[config.mk]
export PLATFORM = sky130hd
export DESIGN_NAME = shadow_regbank
export DESIGN_NICKNAME = d
export VERILOG_FILES = /design/src/rtl/srb_pkg.sv /design/src/rtl/regbank_decode.sv /design/src/rtl/regbank_cell.sv /design/src/rtl/shadow_regbank.sv
export SDC_FILE = /design/constraint.sdc
export NUM_CORES = 1
export LEC_CHECK = 0
export ABC_AREA = 0
export BUFFER_PORTS_ARGS = -buffer_cell sky130_fd_sc_hd__buf_4
export CAP_MARGIN = 5
export CORE_MARGIN = 5
export CORE_UTILIZATION = 50
export CTS_CLUSTER_DIAMETER = 40
export DETAILED_ROUTE_END_ITERATION = 7
export PLACE_DENSITY = 0.82
export SLEW_MARGIN = 10
export SYNTH_ARGS = -nofsm -noshare
export SYNTH_HDL_FRONTEND = slang
export SYNTH_SLANG_ARGS = --single-unit
[constraint.sdc]
create_clock -name clk -period 2.2 [get_ports clk]
set_input_delay 0.22 -clock clk [delete_from_list [all_inputs] [get_ports clk]]
set_output_delay 0.22 -clock clk [all_outputs]
set_load 0.005 [all_outputs]
[src/rtl/srb_pkg.sv]
`timescale 1ns/1ps
package srb_pkg;
   typedef enum logic [1:0] {
      HIT_NONE = 2'd0,
      HIT_CTRL = 2'd1,
      HIT_RW   = 2'd2,
      HIT_RO   = 2'd3
   } hit_e;

   function automatic int idx_width(input int n);
      return (n > 1) ? $clog2(n) : 1;
   endfunction
endpackage

[src/rtl/regbank_decode.sv]
`timescale 1ns/1ps
module regbank_decode
   import srb_pkg::*;
#(
   parameter int ADDR_W    = 8,
   parameter int CTRL_ADDR = 5,
   parameter int RW_BASE   = 16,
   parameter int NUM_RW    = 4,
   parameter int RO_BASE   = 32,
   parameter int NUM_RO    = 2,
   parameter int RW_IDX_W  = 2,
   parameter int RO_IDX_W  = 1
) (
   input  logic [ADDR_W-1:0]   addr,
   output hit_e                kind,
   output logic [RW_IDX_W-1:0] rw_idx,
   output logic [RO_IDX_W-1:0] ro_idx
);
   localparam logic [ADDR_W-1:0] CTRL_A = ADDR_W'(CTRL_ADDR);
   localparam logic [ADDR_W-1:0] RW_LO  = ADDR_W'(RW_BASE);
   localparam logic [ADDR_W-1:0] RW_HI  = ADDR_W'(RW_BASE + NUM_RW - 1);
   localparam logic [ADDR_W-1:0] RO_LO  = ADDR_W'(RO_BASE);
   localparam logic [ADDR_W-1:0] RO_HI  = ADDR_W'(RO_BASE + NUM_RO - 1);

   logic [ADDR_W-1:0] rw_off;
   logic [ADDR_W-1:0] ro_off;

   assign rw_off = addr - RW_LO;
   assign ro_off = addr - RO_LO;

   always_comb begin
      kind   = HIT_NONE;
      rw_idx = rw_off[RW_IDX_W-1:0];
      ro_idx = ro_off[RO_IDX_W-1:0];
      if (addr == CTRL_A) begin
         kind = HIT_CTRL;
      end else if (addr >= RW_LO && addr <= RW_HI) begin
         kind = HIT_RW;
      end else if (addr >= RO_LO && addr <= RO_HI) begin
         kind = HIT_RO;
      end
   end
endmodule

[src/rtl/regbank_cell.sv]
`timescale 1ns/1ps
module regbank_cell #(
   parameter int            W   = 8,
   parameter logic [W-1:0]  RST = '0
) (
   input  logic         clk,
   input  logic         rst_n,
   input  logic         wr_stb,
   input  logic [W-1:0] wr_val,
   input  logic         commit,
   output logic [W-1:0] shadow_q,
   output logic [W-1:0] live_q
);
   always_ff @(posedge clk or negedge rst_n) begin
      if (!rst_n) begin
         shadow_q <= RST;
      end else if (wr_stb) begin
         shadow_q <= wr_val;
      end
   end

   always_ff @(posedge clk or negedge rst_n) begin
      if (!rst_n) begin
         live_q <= RST;
      end else if (commit) begin
         live_q <= shadow_q;
      end
   end
endmodule

[src/rtl/shadow_regbank.sv]
`timescale 1ns/1ps
module shadow_regbank
   import srb_pkg::*;
#(
   parameter int ADDR_W    = 8,
   parameter int DATA_W    = 8,
   parameter int CTRL_ADDR = 5,
   parameter int RW_BASE   = 16,
   parameter int NUM_RW    = 4,
   parameter int RO_BASE   = 32,
   parameter int NUM_RO    = 2,
   parameter logic [NUM_RW*DATA_W-1:0] RW_DEFAULTS  = (NUM_RW*DATA_W)'('h44332211),
   parameter logic [DATA_W-2:0]        CTRL_DEFAULT = '0
) (
   input  logic                     clk,
   input  logic                     rst_n,
   input  logic                     wr_en,
   input  logic [ADDR_W-1:0]        wr_addr,
   input  logic [DATA_W-1:0]        wr_data,
   input  logic                     rd_en,
   input  logic [ADDR_W-1:0]        rd_addr,
   output logic [DATA_W-1:0]        rd_data,
   input  logic [NUM_RO*DATA_W-1:0] sts_in,
   output logic [NUM_RW*DATA_W-1:0] cfg_live,
   output logic [DATA_W-2:0]        ctrl_live
);
   localparam int RW_IDX_W = idx_width(NUM_RW);
   localparam int RO_IDX_W = idx_width(NUM_RO);

   // elaboration-time parameter checks
   if (NUM_RW < 1 || NUM_RO < 1) begin : g_bad_count
      $error("shadow_regbank: NUM_RW and NUM_RO must be at least 1");
   end
   if (DATA_W < 2) begin : g_bad_width
      $error("shadow_regbank: DATA_W must be at least 2");
   end
   if (RW_BASE + NUM_RW > (1 << ADDR_W) || RO_BASE + NUM_RO > (1 << ADDR_W)) begin : g_bad_map
      $error("shadow_regbank: register window exceeds address space");
   end
   if ((CTRL_ADDR >= RW_BASE && CTRL_ADDR < RW_BASE + NUM_RW) ||
       (CTRL_ADDR >= RO_BASE && CTRL_ADDR < RO_BASE + NUM_RO) ||
       (RW_BASE < RO_BASE + NUM_RO && RO_BASE < RW_BASE + NUM_RW)) begin : g_bad_overlap
      $error("shadow_regbank: address windows overlap");
   end

   hit_e                wr_kind;
   logic [RW_IDX_W-1:0] wr_rw_idx;
   logic [RO_IDX_W-1:0] wr_ro_idx;
   hit_e                rd_kind;
   logic [RW_IDX_W-1:0] rd_rw_idx;
   logic [RO_IDX_W-1:0] rd_ro_idx;

   regbank_decode #(
      .ADDR_W(ADDR_W), .CTRL_ADDR(CTRL_ADDR), .RW_BASE(RW_BASE), .NUM_RW(NUM_RW),
      .RO_BASE(RO_BASE), .NUM_RO(NUM_RO), .RW_IDX_W(RW_IDX_W), .RO_IDX_W(RO_IDX_W)
   ) u_wr_dec (
      .addr(wr_addr), .kind(wr_kind), .rw_idx(wr_rw_idx), .ro_idx(wr_ro_idx)
   );

   regbank_decode #(
      .ADDR_W(ADDR_W), .CTRL_ADDR(CTRL_ADDR), .RW_BASE(RW_BASE), .NUM_RW(NUM_RW),
      .RO_BASE(RO_BASE), .NUM_RO(NUM_RO), .RW_IDX_W(RW_IDX_W), .RO_IDX_W(RO_IDX_W)
   ) u_rd_dec (
      .addr(rd_addr), .kind(rd_kind), .rw_idx(rd_rw_idx), .ro_idx(rd_ro_idx)
   );

   // write side: the update bit is a one-cycle pulse, never stored
   logic commit_q;
   logic ctrl_wr;
   logic ro_wr_unused;

   assign ctrl_wr      = wr_en && (wr_kind == HIT_CTRL);
   assign ro_wr_unused = ^wr_ro_idx;

   always_ff @(posedge clk or negedge rst_n) begin
      if (!rst_n) begin
         commit_q <= 1'b0;
      end else begin
         commit_q <= ctrl_wr && wr_data[0];
      end
   end

   logic [DATA_W-1:0]        cfg_shadow [NUM_RW];
   logic [NUM_RW*DATA_W-1:0] cfg_shadow_flat;
   logic [DATA_W-2:0]        ctrl_shadow;

   for (genvar i = 0; i < NUM_RW; i++) begin : g_cfg
      logic hit_i;
      assign hit_i = wr_en && (wr_kind == HIT_RW) && (wr_rw_idx == RW_IDX_W'(i));
      regbank_cell #(
         .W(DATA_W), .RST(RW_DEFAULTS[i*DATA_W +: DATA_W])
      ) u_cell (
         .clk(clk), .rst_n(rst_n), .wr_stb(hit_i), .wr_val(wr_data),
         .commit(commit_q), .shadow_q(cfg_shadow[i]),
         .live_q(cfg_live[i*DATA_W +: DATA_W])
      );
      assign cfg_shadow_flat[i*DATA_W +: DATA_W] = cfg_shadow[i];
   end

   regbank_cell #(
      .W(DATA_W-1), .RST(CTRL_DEFAULT)
   ) u_ctrl (
      .clk(clk), .rst_n(rst_n), .wr_stb(ctrl_wr), .wr_val(wr_data[DATA_W-1:1]),
      .commit(commit_q), .shadow_q(ctrl_shadow), .live_q(ctrl_live)
   );

   // read side
   logic [DATA_W-1:0] sts_byte [NUM_RO];
   for (genvar j = 0; j < NUM_RO; j++) begin : g_sts
      assign sts_byte[j] = sts_in[j*DATA_W +: DATA_W];
   end

   logic [DATA_W-1:0] rd_mux;
   always_comb begin
      unique case (rd_kind)
         HIT_CTRL: rd_mux = {ctrl_shadow, 1'b0};
         HIT_RW:   rd_mux = cfg_shadow[rd_rw_idx];
         HIT_RO:   rd_mux = sts_byte[rd_ro_idx];
         default:  rd_mux = '0;
      endcase
   end

   always_ff @(posedge clk or negedge rst_n) begin
      if (!rst_n) begin
         rd_data <= '0;
      end else if (rd_en) begin
         rd_data <= rd_mux;
      end
   end
endmodule

==> metrics.csv <==
metric,value,unit
metal2 WL,4609,um
pwr dens,641.3,nW/um^2
VDD IR-drop max,0.4181,mV
row count,32,
WL per Instance,19.15,um
crit path launch type,input port,
layout cell share with drive strength beyond 1,63.17,%
CTS Buf Count,9,
adder-cell share of the synthesized area,0,%
post-CTS setup buffers,0,
Die Area,9536,um^2
final core occ,64.05,%
CP required,2.43,ns
Port-buffer cells,90,
CTS max path bufs,2,
Vias/cell,5.442,
routability cong.,0.7705,
DP HPWL,6167,um
Final Hold Viols,0,
met1 WL,3651,um
crit path DAT,1.89,ns
Max Used Layer,met4,
Hold Path Depth,3,
TNS Setup,0,ns
syn nets,297,
Final setup viols,0,
DRC,0,
CTS tree,yes,
critical path class,in -> reg,
Syn-to-layout area delta,26.84,%
CP Max Fanout,8,
vias in the first global route,2704,
Slew HR,52.73,%
run status,"complete, no violations",
Yosys Warn Count,0,
mux contribution to synthesized area,31.21,%
worst r2r path cells,3,
simple-gate share of the synthesized area,3.355,%
skew final,0.005455,ns
clock sinks,87,
Slew @ Worst Pin,0.7091,ns
antenna cell count,0,
xor/xnor share of the synthesized area,0,%
asr flop ratio synth,100.0,%
most frequent cells in the layout,"buf_4, dfrtp_1, mux2_2",
Leak Pwr,2.407,nW
clock-pin slew on the worst setup and hold paths,0.08,ns
core box area,7607,um^2
number of synthesized flops with an enable pin,0,
Starting Density,50.49,%
setup slack after layout,0.5400,ns
Post-Place Setup Slack,0.1848,ns
pin count of the biggest net entering global routing,57,
H-tree depth,3,
Cells after Synth,253,
Hold WC Path Type,in -> reg,
drt total wl,8714,um
Final nets,392,
area of the multi-input gates,1510,um^2
Starting DRT DRC Count,81,
I/O pin count,91,
First-pass DRT Iterations,4,
post-synthesis sequential area ratio,57.33,%
FF/Latch Area,2202,um^2
die width,97.65,um
grt total ovfl,0,
"most common cell after layout, fill and taps aside",buf_4,
vias post-DR,2476,
Final Critical Period,1.660,ns
max-cap check violation count,0,
synthesized area,3841,um^2
Critical Path End Type,register,
largest family of logic cells by synthesized area,multiplexers,
RSZ-0062 raised after global routing,false,
Yosys cell types,27,
wire length on met3,288,um
ANT nets after route,0,
Yosys reg bits,87,
initial antenna violation count,0,
final hold slack,0.1151,ns
syn avg cell area,15.18,um^2
fmax,0.6024,GHz
post-synthesis compound-gate area fraction,4.756,%
gr usage total,18.93,%
Die H,97.65,um
period utilisation layout,75.45,%
worst-skew pair later-pin latency,0.35,ns
number of fillers in the final layout,577,
most used flip-flop cell after synthesis,dfrtp_1,
CTS root buf,clkbuf_8,
global-route wire length before repair,14260,um
max-slew violation count,0,
==> worst max-delay path, cell delays in order <==
cell	delay, ns
buf_4	0.11
nor4_2	0.30
nand4b_1	0.24
or3_1	0.62
mux2_4	0.39
==> cell families (layout without fill, tap and decap cells) <==
group / Yosys count / in the layout
compound gates: 25 / 25
buf+inv: 31 / 131
flops: 87 / 87
mux: 94 / 94
simple gates: 16 / 16
==> stage by stage <==
step	total power [mW]	instance area, um^2	cells
floorplan	1.793	3841	253
global placement	1.926	4641	438
detailed placement	1.935	4641	438
CTS	3.145	4872	455
global route	3.229	4872	455
finish	3.124	4872	455
==> metal layers <==
layer  vias up  global-route usage [%]
li1       1122                       -
met1      1274                   23.83
met2        66                   32.31
met3        14                   3.302
met4         0                   7.668
met5         -                       0
==> worst paths after layout <==
check	startpoint	slack, ns	to
hold reg to reg	g_cfg[0].u_cell.live_q[7]	0.51	g_cfg[0].u_cell.live_q[7]
hold / removal	wr_data[0]	0.12	commit_q
max in group asynchronous	rst_n	1.12	rd_data[6]
setup reg to reg	g_cfg[0].u_cell.shadow_q[2]	0.80	rd_data[2]
setup / recovery	wr_addr[3]	0.54	g_cfg[0].u_cell.shadow_q[1]
min in group asynchronous	rst_n	0.46	g_cfg[2].u_cell.shadow_q[2]
==> synth_stat cells (all sizes together) (3+ instances only) <==
cell | count | area (um^2)
o32ai | 7 | 61.31
clkbuf | 5 | 18.77
nor3 | 3 | 30.03
mux2 | 78 | 938.4
o22ai | 7 | 43.79
mux4 | 8 | 180.2
a22oi | 8 | 60.06
buf | 8 | 42.54
dfstp | 20 | 525.5
nor2 | 3 | 11.26
inv | 18 | 67.56
mux2i | 8 | 80.08
dfrtp | 67 | 1677
==> area by class of cell <==
type,instances,share of cell area [%]
clock buffers,10,2.825
clock inverters,6,1.721
inverters,18,1.387
multi-input cells,135,31.00
flip-flops and latches,87,45.20
well taps,102,2.619
repair buffers,97,15.25
==> power breakdown <==
group / total, mW / internal [mW] / switching [mW]
clock: 1.22 / 0.667 / 0.552
combinational: 0.231 / 0.125 / 0.106
sequential: 1.68 / 1.64 / 0.0317
total: 3.12 / 2.44 / 0.689
==> state kept, by name, summed over array words and instances (netlist names) <==
register and count:
g_cfg.u_cell.shadow_q 32, g_cfg.u_cell.live_q 32, commit_q 1, u_ctrl.shadow_q 7, rd_data 8, u_ctrl.live_q 7
==> timing repair <==
| action | 4_1_cts | 5_1_grt |
|---|---|---|
| hold buffers | 1 | 0 |
| endpoints found under the hold margin | 35 | 0 |
| resized for setup | 0 | 0 |
(Power assumes the default switching activity.)
